$ cat src/rtl/srp_pkg.sv
// Shared types for the serial register port responder.
package srp_pkg;
    // Transfer phase of the responder.
    typedef enum logic [1:0] {
        PH_CMD  = 2'd0,  // collecting command bits
        PH_SKIP = 2'd1,  // consuming data bits of a non-read command
        PH_DATA = 2'd2,  // driving read data on falling edges
        PH_HOLD = 2'd3   // holding the last bit until the next falling edge
    } srp_phase_t;
endpackage

$ cat src/rtl/srp_sync.sv
// Two-flop synchroniser for a vector of asynchronous inputs.
// Assumes each bit is sampled independently (no multi-bit coherence needed).
module srp_sync #(
    parameter int               WIDTH   = 2,
    parameter logic [WIDTH-1:0] RST_VAL = '0
) (
    input  logic             clk,
    input  logic             rst_n,
    input  logic [WIDTH-1:0] d,
    output logic [WIDTH-1:0] q
);
    logic [WIDTH-1:0] stage1;

    // Two register stages toward the internal clock domain.
    always_ff @(posedge clk) begin
        if (!rst_n) begin
            stage1 <= RST_VAL;
            q      <= RST_VAL;
        end else begin
            stage1 <= d;
            q      <= stage1;
        end
    end
endmodule

$ cat src/rtl/srp_edge.sv
// Edge detector for the synchronised serial clock.
// Assumes the serial clock idles high, so the reset value does not produce a false edge.
module srp_edge (
    input  logic clk,
    input  logic rst_n,
    input  logic s,
    output logic rise,
    output logic fall
);
    logic prev;

    // Remember the previous synchronised level.
    always_ff @(posedge clk) begin
        if (!rst_n) prev <= 1'b1;
        else        prev <= s;
    end

    assign rise = s & ~prev;
    assign fall = ~s & prev;
endmodule

$ cat src/rtl/srp_regfile.sv
// Small register file: parallel write port, combinational read port.
// Addresses at or above DEPTH are not stored and read as zero.
module srp_regfile #(
    parameter int ADDR_W = 7,
    parameter int DATA_W = 8,
    parameter int DEPTH  = 16
) (
    input  logic              clk,
    input  logic              rst_n,
    input  logic              wr_en,
    input  logic [ADDR_W-1:0] wr_addr,
    input  logic [DATA_W-1:0] wr_data,
    input  logic [ADDR_W-1:0] rd_addr,
    output logic [DATA_W-1:0] rd_data
);
    localparam int IDX_W = (DEPTH > 1) ? $clog2(DEPTH) : 1;

    logic [DEPTH-1:0][DATA_W-1:0] rd_vec;

    for (genvar i = 0; i < DEPTH; i++) begin : g_ent
        logic [DATA_W-1:0] q;
        // Store one entry when its address is written.
        always_ff @(posedge clk) begin
            if (!rst_n)                                  q <= '0;
            else if (wr_en && wr_addr == ADDR_W'(i))     q <= wr_data;
        end
        assign rd_vec[i] = q;
    end

    assign rd_data = (rd_addr < ADDR_W'(DEPTH)) ? rd_vec[rd_addr[IDX_W-1:0]] : '0;

    // Writes outside the file leave every entry unchanged.
    p_oor_ignored_r9: assert property (@(posedge clk) disable iff (!rst_n)
        (wr_en && wr_addr >= ADDR_W'(DEPTH)) |=> $stable(rd_vec));
endmodule

$ cat src/rtl/srp_ctrl.sv
// Transfer controller: shifts in the command on rising edges and shifts out
// read data on falling edges. Holds the last bit until the next falling edge.
// Assumes rise/fall are single-cycle pulses in the clk domain and that
// pwr_down is synchronous to clk.
module srp_ctrl
    import srp_pkg::*;
#(
    parameter int ADDR_W = 7,
    parameter int DATA_W = 8
) (
    input  logic              clk,
    input  logic              rst_n,
    input  logic              pwr_down,
    input  logic              rise,
    input  logic              fall,
    input  logic              sdi,
    output logic [ADDR_W-1:0] rd_addr,
    input  logic [DATA_W-1:0] rd_data,
    output logic              sdo,
    output logic              sdo_oe
);
    localparam int CMD_W = ADDR_W + 1;
    localparam int MAXB  = (CMD_W > DATA_W) ? CMD_W : DATA_W;
    localparam int CNT_W = $clog2(MAXB);

    srp_phase_t        phase;
    logic [CNT_W-1:0]  cnt;
    logic [ADDR_W-1:0] cmd_sr;
    logic [DATA_W-1:0] tx_sr;
    logic              cmd_is_write;

    // The address is complete once the current bit is appended.
    assign rd_addr      = {cmd_sr[ADDR_W-2:0], sdi};
    assign cmd_is_write = cmd_sr[ADDR_W-1];

    // Phase sequencing, bit counting and the shift registers.
    always_ff @(posedge clk) begin
        if (!rst_n || pwr_down) begin
            phase  <= PH_CMD;
            cnt    <= '0;
            cmd_sr <= '0;
            tx_sr  <= '0;
            sdo    <= 1'b0;
            sdo_oe <= 1'b0;
        end else begin
            case (phase)
                PH_CMD: if (rise) begin
                    cmd_sr <= {cmd_sr[ADDR_W-2:0], sdi};
                    if (cnt == CNT_W'(CMD_W-1)) begin
                        cnt <= '0;
                        if (!cmd_is_write) begin
                            tx_sr <= rd_data;
                            phase <= PH_DATA;
                        end else begin
                            phase <= PH_SKIP;
                        end
                    end else begin
                        cnt <= cnt + 1'b1;
                    end
                end
                PH_SKIP: if (rise) begin
                    if (cnt == CNT_W'(DATA_W-1)) begin
                        cnt   <= '0;
                        phase <= PH_CMD;
                    end else begin
                        cnt <= cnt + 1'b1;
                    end
                end
                PH_DATA: if (fall) begin
                    sdo_oe <= 1'b1;
                    sdo    <= tx_sr[DATA_W-1];
                    tx_sr  <= {tx_sr[DATA_W-2:0], 1'b0};
                    if (cnt == CNT_W'(DATA_W-1)) begin
                        cnt   <= '0;
                        phase <= PH_HOLD;
                    end else begin
                        cnt <= cnt + 1'b1;
                    end
                end
                default: if (fall) begin
                    sdo_oe <= 1'b0;
                    phase  <= PH_CMD;
                end
            endcase
        end
    end

    // Driving begins only on a detected falling edge.
    p_drive_on_fall_r3: assert property (@(posedge clk) disable iff (!rst_n)
        $rose(sdo_oe) |-> $past(fall));

    // Between falling edges the driven bit does not move.
    p_bit_stable_r3: assert property (@(posedge clk) disable iff (!rst_n)
        (sdo_oe && !fall && !pwr_down) |=> $stable(sdo));

    // The line is never driven while a command is being received.
    p_quiet_cmd_r4: assert property (@(posedge clk) disable iff (!rst_n)
        (phase == PH_CMD || phase == PH_SKIP) |-> !sdo_oe);

    // Release happens on a falling edge unless forced by power-down.
    p_release_on_fall_r5: assert property (@(posedge clk) disable iff (!rst_n)
        ($fell(sdo_oe) && !$past(pwr_down)) |-> $past(fall));

    // Power-down silences the port on the next clock.
    p_pd_quiet_r6: assert property (@(posedge clk) disable iff (!rst_n)
        pwr_down |=> (!sdo_oe && phase == PH_CMD && cnt == '0));
endmodule

$ cat src/rtl/srp_slave.sv
// Serial register port responder top level.
// Assumes clk runs at least four times faster than sclk_in and that the
// host releases the data line after the eighth command bit.
module srp_slave #(
    parameter int ADDR_W    = 7,
    parameter int DATA_W    = 8,
    parameter int REG_DEPTH = 16
) (
    input  logic              clk,
    input  logic              rst_n,
    input  logic              pwr_down,
    input  logic              sclk_in,
    input  logic              sdio_in,
    output logic              sdio_out,
    output logic              sdio_oe,
    input  logic              wr_en,
    input  logic [ADDR_W-1:0] wr_addr,
    input  logic [DATA_W-1:0] wr_data
);
    logic [1:0]        pins_s;
    logic              sclk_rise;
    logic              sclk_fall;
    logic [ADDR_W-1:0] rd_addr;
    logic [DATA_W-1:0] rd_data;

    srp_sync #(.WIDTH(2), .RST_VAL(2'b10)) u_sync (
        .clk   (clk),
        .rst_n (rst_n),
        .d     ({sclk_in, sdio_in}),
        .q     (pins_s)
    );

    srp_edge u_edge (
        .clk   (clk),
        .rst_n (rst_n),
        .s     (pins_s[1]),
        .rise  (sclk_rise),
        .fall  (sclk_fall)
    );

    srp_regfile #(.ADDR_W(ADDR_W), .DATA_W(DATA_W), .DEPTH(REG_DEPTH)) u_regs (
        .clk     (clk),
        .rst_n   (rst_n),
        .wr_en   (wr_en),
        .wr_addr (wr_addr),
        .wr_data (wr_data),
        .rd_addr (rd_addr),
        .rd_data (rd_data)
    );

    srp_ctrl #(.ADDR_W(ADDR_W), .DATA_W(DATA_W)) u_ctrl (
        .clk      (clk),
        .rst_n    (rst_n),
        .pwr_down (pwr_down),
        .rise     (sclk_rise),
        .fall     (sclk_fall),
        .sdi      (pins_s[0]),
        .rd_addr  (rd_addr),
        .rd_data  (rd_data),
        .sdo      (sdio_out),
        .sdo_oe   (sdio_oe)
    );
endmodule

$ cat config.mk
export PLATFORM = sky130hd
export DESIGN_NAME = srp_slave
export DESIGN_NICKNAME = d
export VERILOG_FILES = /design/src/rtl/srp_pkg.sv /design/src/rtl/srp_sync.sv /design/src/rtl/srp_edge.sv /design/src/rtl/srp_regfile.sv /design/src/rtl/srp_ctrl.sv /design/src/rtl/srp_slave.sv
export SDC_FILE = /design/constraint.sdc
export NUM_CORES = 1
export LEC_CHECK = 0
export ABC_AREA = 1
export ABC_CLOCK_PERIOD_IN_PS = 1800
export BUFFER_PORTS_ARGS = -buffer_cell sky130_fd_sc_hd__buf_2
export CAP_MARGIN = 10
export CORE_UTILIZATION = 40
export CTS_CLUSTER_SIZE = 16
export DETAILED_ROUTE_END_ITERATION = 8
export RECOVER_POWER = 25
export SETUP_SLACK_MARGIN = 0.15
export SYNTH_ARGS = -nofsm -noshare
export SYNTH_HDL_FRONTEND = slang
export SYNTH_SLANG_ARGS = --single-unit
$ cat constraint.sdc
create_clock -name clk -period 1.8 [get_ports clk]
set_input_delay 0.54 -clock clk [delete_from_list [all_inputs] [get_ports clk]]
set_output_delay 0.54 -clock clk [all_outputs]
set_load 0.01 [all_outputs]
==> summary.txt <==
Route
  – Vias after detailed routing: 6340
  – Detail-routed net length per standard cell: roughly 15 um
  – Detailed-route wire length: between 15000 and 20000 um
  – DR DRC count: 0
  – First-pass iteration count of the detailed router: 4
  – Count of antenna-violating nets left after detailed routing: 0
  – Starting DRC count in detailed routing: 420
  – Vias/cell: roughly 4.9

Critical path
  – Arr. time, crit path: about 1900 ps
  – Number of buffer and inverter instances along the worst setup path: 1
  – Critical path peak fanout: 27
  – Endpoint of the worst-slack reg-to-reg timing path: u_ctrl.tx_sr[6]
  – Family with the most delay on the worst path: simple AND/OR/NAND/NOR gates
  – Critical path cell sequence: buf_4 -> nand2_1 -> nand3_1 -> nand3_1 -> nand3_1 -> nand2_1 -> nand2_1 -> a21oi_1
  – Data required time at the worst endpoint: 2110 ps
  – Critical R2R Launch: u_sync.q[0]
  – Endpoint kind of the worst setup timing path: flop
  – Startpoint kind of the worst setup timing path: flop
  – Category of the most critical setup path: flop to flop
  – Worst stage delay on the critical path: around 400 ps
  – Cell count of the worst reg-to-reg path: 8
  – Flop2flop setup slack: 260 ps
  – Worst-path cell with the longest stage delay: sky130_fd_sc_hd__dfxtp_2

Cells and area
  – Final Net Count: between 1000 and 1500
  – Fraction of final layout cells with drive strength greater than 1: under 10%
  – Area growth from synthesis to layout: 14.32%
  – Final standard cell utilization of the core: a little under half
  – Total area of sequential cells: 3104 um2
  – Count of filler cells inserted in the layout: approximately 1800
  – Total area of multi-input combinational cells: between 3000 and 4000 um2
  – Count of antenna diodes in the layout: 0

Place
  – GP Congestion: 0.7927
  – IO buf count: 22
  – Detailed Place HPWL: about 12000 um

Outcome
  – Outcome: completed

Clock network
  – Number of buffers added by the clock tree synthesis step: 17
  – Clock insertion delay at the later pin of the skew report: ~440 ps
  – Clock transition at the registers of the reported paths: 60 ps
  – CTS HTree Levels: 4
  – Clock tree root buffer cell: sky130_fd_sc_hd__clkbuf_16
  – CTS Buffer Depth: 2
  – Number of clock sinks: 155
  – Clock tree from TritonCTS: yes
  – Setup Fix Bufs, Post-CTS: 0
  – Number of buffers inserted by hold repair at cts: 0

STA
  – Fin crit share: 85.39%
  – Worst slew margin relative to its limit: between 50 and 60%
  – Unrepaired setup endpoints after global routing: yes
  – Minimum clock period after layout: between 1500 and 2000 ps
  – Worst slew pin tran: between 600 and 700 ps
  – Count of endpoints failing hold in the final timing report: 0
  – Final Max Tran Viols: 0
  – Setup TNS after final layout: 0 ps
  – Final setup vio count: 0
  – Max Clock Skew: between 5 and 6 ps
  – FMAX: between 0.6 and 0.7 GHz

Power
  – Combinational cell fraction of total power: 5.6%
  – Maximum ir drop on the vdd rail: about 0.00072 V
  – Proportion of power drawn by the clock network: between 40% and 50%
  – Sw frac: between 20% and 30%
  – Internal: 5678 uW
  – Switching Power: ~1800 uW
  – PwrDens: 920.3 nW/um2
  – Sequential cell fraction of total power: 46.6%
  – Static leakage: roughly 0.0032 uW

GRT
  – Maximum number of pins on one net before global-route repair: around 130
  – Total global routing overflow: 0
  – Number of global-route vias before repair: between 5000 and 6000
  – GRT Resource Usage Total: between 20% and 30%
  – Wire length of the first global-routing pass: a little over 30000 um
  – Number of antenna violations at the first check in global routing: 0

Logic synthesis
  – Number of enable flip-flop cells after synthesis: 0
  – Sequential fraction of the synthesis area: a little over two fifths
  – Post-synthesis async set-or-reset flop share: 0%
  – Mean cell area of the mapped netlist: between 6 and 7 um2
  – Dominant register cell in the synthesized netlist: sky130_fd_sc_hd__dfxtp_1
  – Syn. warnings: 0
  – Seq cells post-synth: 155
  – Count of mapped cells out of synthesis: 1026
  – Total standard cell area after synthesis: slightly above 7000 um2
  – Number of unique standard cell types used by synthesis: 25
  – Number of nets in the synthesized netlist: 1050

Floorplan
  – Starting utilization of the core area: ~41%
  – Area of the core: approximately 17000 um2
  – DIE HEIGHT: between 100 and 150 um
  – IO Pins: 23
  – Die width: about 130 um
  – Total number of placement rows: 48
  – Overall die area: 18190 um2

Min path
  – Launch point of the worst hold path: sdio_in
  – Class of the most critical hold timing path: input pin to flop
  – Terminating pin of the worst hold path: u_sync.stage1[0]
  – Hold Path Depth: 3

Run
  – Max-capacitance violation count: 0
## power by group through the flow
stage | logic, uW | registers, uW | clock network (uW)
3_3_place_gp | 413 | 3530 | 0
2_1_floorplan | 262 | 3530 | 0
6_report | 413 | 3460 | 3560
4_1_cts | 417 | 3460 | 3620
5_1_grt | 467 | 3460 | 3750
3_5_place_dp | 415 | 3530 | 0
## worst min-delay path, stage by stage
cell and delay (ps):
sky130_fd_sc_hd__buf_2 70, sky130_fd_sc_hd__nand2_1 40, sky130_fd_sc_hd__inv_1 40
## cell usage in the layout, fill, tap and decap left out, drive strengths merged
cell type,instances
clkbuf,34
clkinv,5
buf,53
inv,152
nor3,4
bufinv,2
o21ai,159
clkinvlp,6
nand3,104
dfxtp,155
o211a,1
nand2,195
nor2,45
a21oi,135
or2,3
ha,3
## cells by family after synthesis
family	after synthesis	share of synthesized area [%]
AND/OR/NAND/NOR	351	21.34
AO/OA/AOI/OAI	295	20.98
buffers and inverters	222	13.20
flip-flops	155	43.95
adder cells (fa/ha/maj)	3	0.5317
## cell type report
cell class                 count  share of cell area (%)
timing repair buffer          66                   6.154
clock inverter                11                   1.488
tap                          225                   3.488
sequential                   155                   38.46
inverter                     154                   7.193
clock buffer                  21                   5.705
multi-input combinational    649                   37.51
## worst max-delay path by stage
stage,startpoint,endpoint,slack [ps],depth (start not counted)
3_3_place_gp,wr_addr[5],u_regs.g_ent[3].q[3],-30,7
6_report,u_sync.q[0],u_ctrl.tx_sr[6],260,8
2_1_floorplan,wr_addr[5],u_regs.g_ent[12].q[5],240,7
3_5_place_dp,wr_addr[5],u_regs.g_ent[3].q[4],-70,7
4_1_cts,u_ctrl.cnt[0],u_ctrl.tx_sr[6],230,8
5_1_grt,wr_addr[1],u_regs.g_ent[6].q[6],100,8
## stage by stage
stage,setup WS (ps),area (um2),hold WS (ps),total power [uW],cells
after floorplan,236.3,7061,390.5,3791,1026
after global placement,-32.09,7555,395.2,3946,1249
after detailed placement,-67.19,7555,417.6,3949,1249
after CTS,228.6,8135,275.2,7493,1281
after global routing,104.4,8071,294.6,7674,1281
final,263.1,8071,285.5,7428,1281
## Yosys cell counts, types with 4 or more instances
cell type / count / area (um2)
sky130_fd_sc_hd__buf_6: 8 / 90.09
sky130_fd_sc_hd__dfxtp_1: 155 / 3103
sky130_fd_sc_hd__nand3_1: 103 / 515.5
sky130_fd_sc_hd__clkbuf_1: 29 / 108.9
sky130_fd_sc_hd__inv_2: 4 / 15.01
sky130_fd_sc_hd__a21oi_1: 135 / 675.7
sky130_fd_sc_hd__nor2_1: 41 / 153.9
sky130_fd_sc_hd__inv_1: 148 / 555.5
sky130_fd_sc_hd__buf_2: 28 / 140.1
sky130_fd_sc_hd__o21ai_0: 158 / 790.8
sky130_fd_sc_hd__nand2_1: 193 / 724.4
## registers in the layout, indices dropped and copies added, names as in the netlist
register	count
u_sync.q	2
u_ctrl.tx_sr	8
u_sync.stage1	2
u_ctrl.sdo_oe	1
u_regs.g_ent.q	128
u_ctrl.sdo	1
u_ctrl.cmd_sr	7
u_ctrl.cnt	3
u_ctrl.phase	2
u_edge.prev	1
## timing repair
action,CTS,global route
gates resized for setup,0,6
setup endpoints to repair,0,7
hold endpoints to repair,0,0
## metal layers
metal | vias up | track usage, % | part of all wire (%)
met3 | 31 | 3.904 | 4.2
li1 | 3325 | - | -
met4 | 0 | 9.114 | 2.4
met5 | - | 0 | 0
met2 | 122 | 36.00 | 46
met1 | 2862 | 28.81 | 47
(Power assumes the default switching activity.)
